`config.mk`:
```
export PLATFORM = sky130hd
export DESIGN_NAME = serclk_gen
export DESIGN_NICKNAME = d
export VERILOG_FILES = /design/src/rtl/serclk_pkg.sv /design/src/rtl/serclk_cfg.sv /design/src/rtl/serclk_cnt.sv /design/src/rtl/serclk_out.sv /design/src/rtl/serclk_gen.sv
export SDC_FILE = /design/constraint.sdc
export NUM_CORES = 1
export LEC_CHECK = 0
export BUFFER_PORTS_ARGS = -buffer_cell sky130_fd_sc_hd__buf_2
export CORE_MARGIN = 10
export CORE_UTILIZATION = 30
export CTS_CLUSTER_SIZE = 24
export DETAILED_ROUTE_END_ITERATION = 16
export PLACE_DENSITY = 0.58
export SLEW_MARGIN = 20
export SYNTH_ARGS = -nofsm -noshare
export SYNTH_HDL_FRONTEND = slang
export SYNTH_HIERARCHICAL = 1
export SYNTH_SLANG_ARGS = --single-unit
```
`constraint.sdc`:
```
create_clock -name clk -period 5.5 [get_ports clk]
set_input_delay 1.1 -clock clk [delete_from_list [all_inputs] [get_ports clk]]
set_output_delay 1.1 -clock clk [all_outputs]
set_load 0.02 [all_outputs]
```
`src/rtl/serclk_pkg.sv`:
```
package serclk_pkg;
  localparam int unsigned CNT_W  = 6;
  localparam int unsigned REG_W  = 32;
  localparam int unsigned FUNC_W = 16;

  typedef logic [FUNC_W-1:0] fw_t;

  // Divider value actually used: zero behaves as one.
  function automatic fw_t eff_div(input fw_t raw);
    return (raw == '0) ? fw_t'(1) : raw;
  endfunction

  // High count actually used: kept below the divider so a low phase exists.
  function automatic fw_t eff_hi(input fw_t raw, input fw_t n);
    return (raw >= n) ? n - fw_t'(1) : raw;
  endfunction
endpackage

```
`src/rtl/serclk_cfg.sv`:
```
module serclk_cfg #(
  parameter int unsigned CW      = 6,
  parameter int unsigned RW      = 32,
  parameter int unsigned DIV_LSB = 12,
  parameter int unsigned HI_LSB  = 6,
  parameter int unsigned SRC_BIT = 31
) (
  input  logic          clk,
  input  logic          rst_n,
  input  logic          cfg_we,
  input  logic [RW-1:0] cfg_wdata,
  output logic [CW-1:0] div_raw,
  output logic [CW-1:0] hi_raw,
  output logic          src_sel
);
  always_ff @(posedge clk) begin
    if (!rst_n) begin
      div_raw <= CW'(1);
      hi_raw  <= '0;
      src_sel <= 1'b0;
    end else if (cfg_we) begin
      div_raw <= cfg_wdata[DIV_LSB +: CW];
      hi_raw  <= cfg_wdata[HI_LSB +: CW];
      src_sel <= cfg_wdata[SRC_BIT];
    end
  end
endmodule

```
`src/rtl/serclk_cnt.sv`:
```
module serclk_cnt
  import serclk_pkg::*;
#(
  parameter int unsigned CW = 6
) (
  input  logic          clk,
  input  logic          rst_n,
  input  logic          run,
  input  logic [CW-1:0] div_raw,
  input  logic [CW-1:0] hi_raw,
  output logic          active,
  output logic [CW-1:0] cnt,
  output logic [CW-1:0] a_div,
  output logic [CW-1:0] a_hi,
  output logic          wrap
);
  logic [CW-1:0] nxt_div;
  logic [CW-1:0] nxt_hi;

  assign nxt_div = CW'(eff_div(FUNC_W'(div_raw)));
  assign nxt_hi  = CW'(eff_hi(FUNC_W'(hi_raw), FUNC_W'(nxt_div)));
  assign wrap    = active && (cnt == a_div);

  always_ff @(posedge clk) begin
    if (!rst_n) begin
      active <= 1'b0;
      cnt    <= '0;
      a_div  <= CW'(1);
      a_hi   <= '0;
    end else if (!active || wrap) begin
      cnt <= '0;
      if (run) begin
        active <= 1'b1;
        a_div  <= nxt_div;
        a_hi   <= nxt_hi;
      end else begin
        active <= 1'b0;
      end
    end else begin
      cnt <= cnt + CW'(1);
    end
  end
endmodule

```
`src/rtl/serclk_out.sv`:
```
module serclk_out #(
  parameter int unsigned CW = 6
) (
  input  logic          active,
  input  logic [CW-1:0] cnt,
  input  logic [CW-1:0] a_hi,
  output logic          sck,
  output logic          shift_stb,
  output logic          sample_stb
);
  logic [CW-1:0] fall_at;

  assign fall_at    = a_hi + CW'(1);
  assign sck        = active && (cnt <= a_hi);
  assign sample_stb = active && (cnt == '0);
  assign shift_stb  = active && (cnt == fall_at);
endmodule

```
`src/rtl/serclk_gen.sv`:
```
module serclk_gen #(
  parameter int unsigned CNT_W   = serclk_pkg::CNT_W,
  parameter int unsigned REG_W   = serclk_pkg::REG_W,
  parameter int unsigned DIV_LSB = 12,
  parameter int unsigned HI_LSB  = 6,
  parameter int unsigned SRC_BIT = 31
) (
  input  logic             clk,
  input  logic             rst_n,
  input  logic             run,
  input  logic             cfg_we,
  input  logic [REG_W-1:0] cfg_wdata,
  output logic             sck,
  output logic             shift_stb,
  output logic             sample_stb,
  output logic             src_sel
);
  logic [CNT_W-1:0] div_raw;
  logic [CNT_W-1:0] hi_raw;
  logic             active;
  logic [CNT_W-1:0] cnt;
  logic [CNT_W-1:0] a_div;
  logic [CNT_W-1:0] a_hi;
  logic             wrap;

  serclk_cfg #(
    .CW(CNT_W), .RW(REG_W), .DIV_LSB(DIV_LSB), .HI_LSB(HI_LSB), .SRC_BIT(SRC_BIT)
  ) u_cfg (
    .clk(clk), .rst_n(rst_n), .cfg_we(cfg_we), .cfg_wdata(cfg_wdata),
    .div_raw(div_raw), .hi_raw(hi_raw), .src_sel(src_sel)
  );

  serclk_cnt #(.CW(CNT_W)) u_cnt (
    .clk(clk), .rst_n(rst_n), .run(run), .div_raw(div_raw), .hi_raw(hi_raw),
    .active(active), .cnt(cnt), .a_div(a_div), .a_hi(a_hi), .wrap(wrap)
  );

  serclk_out #(.CW(CNT_W)) u_out (
    .active(active), .cnt(cnt), .a_hi(a_hi),
    .sck(sck), .shift_stb(shift_stb), .sample_stb(sample_stb)
  );
endmodule

```
; Yosys cells after proc, flatten, opt, wreduce, memory -nomap -nowiden
; Cells that the tools add are included.
[totals]
reg_bits = 32
latchBits = 0
ram_bits = 0
mem_bits_ro = 0
inputBits = 36
output_inout_bits = 4
wordCells = 28
mem_count = 0
[op_classes]
addsub = 3
multipliers = 0
div = 0
n_lt_le_gt_ge = 2
n_eq_ne = 2
shift = 0
n_mux = 3
bitwise_logic = 1
reduce_logical = 10
[op_table]
columns = operator, count
row1 = "6-bit by 1-bit adder with 6-bit output, second input constant", 2
row2 = 6-bit equality test, 2
row3 = 6-bit logical NOT, 2
row4 = 6-bit two-way mux, 2
row5 = 6-bit >= comparator, 1
row6 = 6-bit less-or-equal comparator, 1
row7 = "6-bit by 1-bit subtractor with 6-bit output, second input constant", 1
row8 = 1-bit logical AND, 4
row9 = 2-bit AND reduction, 1
row10 = 2-bit OR reduction, 1
row11 = 1-bit logical NOT, 1
row12 = 1-bit logical OR, 1
row13 = 1-bit two-way mux, 1
row14 = 1-bit inverter, 1

; Longest topological paths before layout
[depth]
ltp_word = 4
mapped_depth = 10

; Hierarchy
; Netlist, hierarchy kept.
[modules_own_cells]
columns = mod, n_inst, cells_per_inst, area_per_inst_um2, seq_area_each_um2
row1 = serclk_cnt, 1, 117, 1058.5, 380.4
row2 = serclk_cfg, 1, 42, 504.2, 260.2
row3 = serclk_out, 1, 43, 307.8, 0.0

; Least setup slack after synthesis
; OpenSTA, ideal clock, no wires.
[synth_timing]
path_kind = reg2out
startpoint = reg u_cnt.cnt[2]
endpoint = out sample_stb
arrival_time_ps = 1628
required_time_ps = 4400
path_slack_ps = 2772
path_stages_with_launch = 3
path_cell_list = dfxtp_1 or4_1 nor4b_1
[synth_via]
elab_chain_cells = 2
[synth_lines]
columns = item, line_no
row1 = from (decl), serclk_cnt.sv:12  ; output logic [CW-1:0] cnt,
row2 = from (signal assigned), serclk_cnt.sv:40  ; cnt <= cnt + CW'(1);
row3 = 6-bit logical NOT, serclk_out.sv:15  ; assign sample_stb = active && (cnt == '0);
row4 = 1-bit logical AND, serclk_out.sv:15
row5 = to (decl), serclk_gen.sv:15  ; output logic sample_stb,
; Every way passes these cells.

; Final worst setup path
[layout_timing]
startpoint = reg u_cnt.cnt[4]
endpoint = out shift_stb
[layout_via]
elab_chain_cells = 2
[layout_lines]
columns = item, line_no
row1 = 6-bit equality test, serclk_out.sv:16  ; assign shift_stb = active && (cnt == fall_at);
row2 = 1-bit logical AND, serclk_out.sv:16
row3 = to (decl), serclk_gen.sv:14  ; output logic shift_stb,
; Every way passes these cells.

==> results.toml <==
[status]
status = "completed"

[cts]
htree_levels = 2
ctsResizeCount = 0
clock-root-buffer = "clkbuf_8"
cts.sinks = 32
postCtsHoldBufs = 0
insertion_delay_ns = 0.28
path_clk_slew_ns = 0.07
cts_made_buffers = 5
max-clock-path-buffers = 2
postCtsSetupBuffers = 0
cts_tree = "done"

[layout]
layout_commonest_cell = "dfxtp_1"
final_layout_size_suffix_gt1_frac = 0.1339
mostFrequentLayoutCells = "dfxtp_1, mux2i_1, buf_2, inv_1, nor2b_1"
antenna_cells = 0
areaGrowthSynthToFinish_pct = 13.40
num-nets-final = 274

[timing]
period_needed_ns = 2.936
finalSetupViolCount = 0
slew_viol_final = 0
hold_violations = 0
fmax_ghz = 0.3406
worst_slack_ns = 2.564
finalSetupTns_ns = 0
rsz0062_at_grt = "false"
fin_skew_ns = 0.004334
post-route-period-util = 0.5338
worst_slew_pin_slew_ns = 0.4617
maxSlewHeadroom = 0.6917

[pwr]
ir_drop_mv = 0.08792
internal_power_uw = 433.1
p_leak_uw = 0.0008829
p_sw_frac = 0.2662
power_frac_clock = 0.372
comb_power_share = 0.186
p_seq_frac = 0.442
p_sw_uw = 157.1
powerDensity_nw_per_um2 = 278.8

[floorplan]
initial_core_util = 0.3116
die_h_um = 98.89
design.core.area_um2 = 5991
die-area_um2 = 9778
row_count = 28
io_pins = 40
die_w_um = 98.89

[worst_setup_path]
critPathRequiredTime_ns = 4.40
cp_top_family = "simple AND/OR/NAND/NOR gates"
crit_arrival_ns = 1.84
crit_chain = "xnor2_1 > or4b_1 > a211oi_1 > buf_2"
cp_max_fo = 6
path_buf_inv = 1
crit_path_top_delay_cell = "or4b_1"
cpPeakStageDelay_ns = 0.51
critPathKind = "flop to output port"
cp-end-kind = "output port"
crit_path_start_kind = "flop"

[global_route]
grt_pass1_vias = 1279
antenna_found_initial = 0
grt_pass1_wl_um = 6134
gr-total-overflow = 0
grt_max_degree = 29
grt_usage = 0.07755

[place]
gp_congestion = 0.7560
io_buffers = 20
dp_hpwl_um = 2830
place_ws_ns = 2.862

[synth]
yosys_warnings = 6
synth.avg_cell_area_um2 = 9.288
synth_area_um2 = 1867
syn_inst = 201
syn_nets = 252

[detailed_routing]
dr.pass1.iters = 4
routed_via_density = 4.639
drc = 0
wirelength_um = 3794
ant_nets = 0
wl_per_cell_um = 12.69
vias = 1387
drt-initial-drc-count = 63

[min_path]
min_path_type = "flop to flop"

[job]
cap_violations = 0
==> state kept, by name, summed over array words and instances (netlist names) <==
register,flops
u_cnt/a_div,6
u_cnt/active,1
u_cnt/a_hi,6
u_cfg/src_sel,1
u_cfg/div_raw,6
u_cfg/hi_raw,6
u_cnt/cnt,6
==> layer usage <==
layer	vias up	wire length, um	track usage
met4	0	59	0.04300
li1	732	-	-
met5	-	0	0
met2	26	1700	0.1092
met3	4	206	0.03003
met1	625	1827	0.09808
==> cell type report <==
type	instances	area (um2)
clock buffers	6	72.57
fillers	625	3874
flip-flops and latches	32	640.6
repair buffers	20	100.1
inverters	18	67.56
multi-input cells	146	1107
clock inverters	2	35.03
well taps	75	93.84
==> power by group through the flow <==
stage / combinational, uW / clock [uW] / sequential (uW)
after floorplan: 91.0 / 0 / 261
after global routing: 123 / 239 / 263
final: 110 / 220 / 261
after CTS: 111 / 227 / 261
after detailed placement: 111 / 0 / 267
after global placement: 108 / 0 / 266
==> metrics by stage <==
| step | hold slack, ns | instances | instance area (um2) | util | total power, uW |
|---|---|---|---|---|---|
| floorplan | 0.4623 | 201 | 1867 | - | 352.4 |
| global placement | 0.4933 | 291 | 2009 | 0.3354 | 374.6 |
| detailed placement | 0.5023 | 291 | 2009 | 0.3354 | 377.3 |
| CTS | 0.5208 | 299 | 2117 | 0.3534 | 599.7 |
| global route | 0.5405 | 299 | 2117 | 0.3534 | 624.7 |
| finish | 0.5123 | 299 | 2117 | 0.3534 | 590.3 |
==> worst reg2reg max path, stage by stage, from the launching register on <==
cell	delay, ns
dfxtp_1	0.38
or4_1	0.57
nor2_1	0.11
nor2_1	0.08
inv_1	0.08
ha_1	0.22
nand2b_1	0.13
a31oi_1	0.24
o21ai_2	0.19
mux2i_1	0.23
a21oi_1	0.10
==> final timing paths <==
path	cells past startpoint	end	slack (ns)	from
min	2	u_cnt/a_div[0]	0.51	u_cnt/a_div[0]
max	4	shift_stb	2.56	u_cnt/cnt[4]
min reg2reg	2	u_cnt/a_div[0]	0.51	u_cnt/a_div[0]
max reg2reg	10	u_cnt/a_hi[0]	3.04	u_cfg/div_raw[4]
Note: power is estimated with default switching activity, not from simulation.
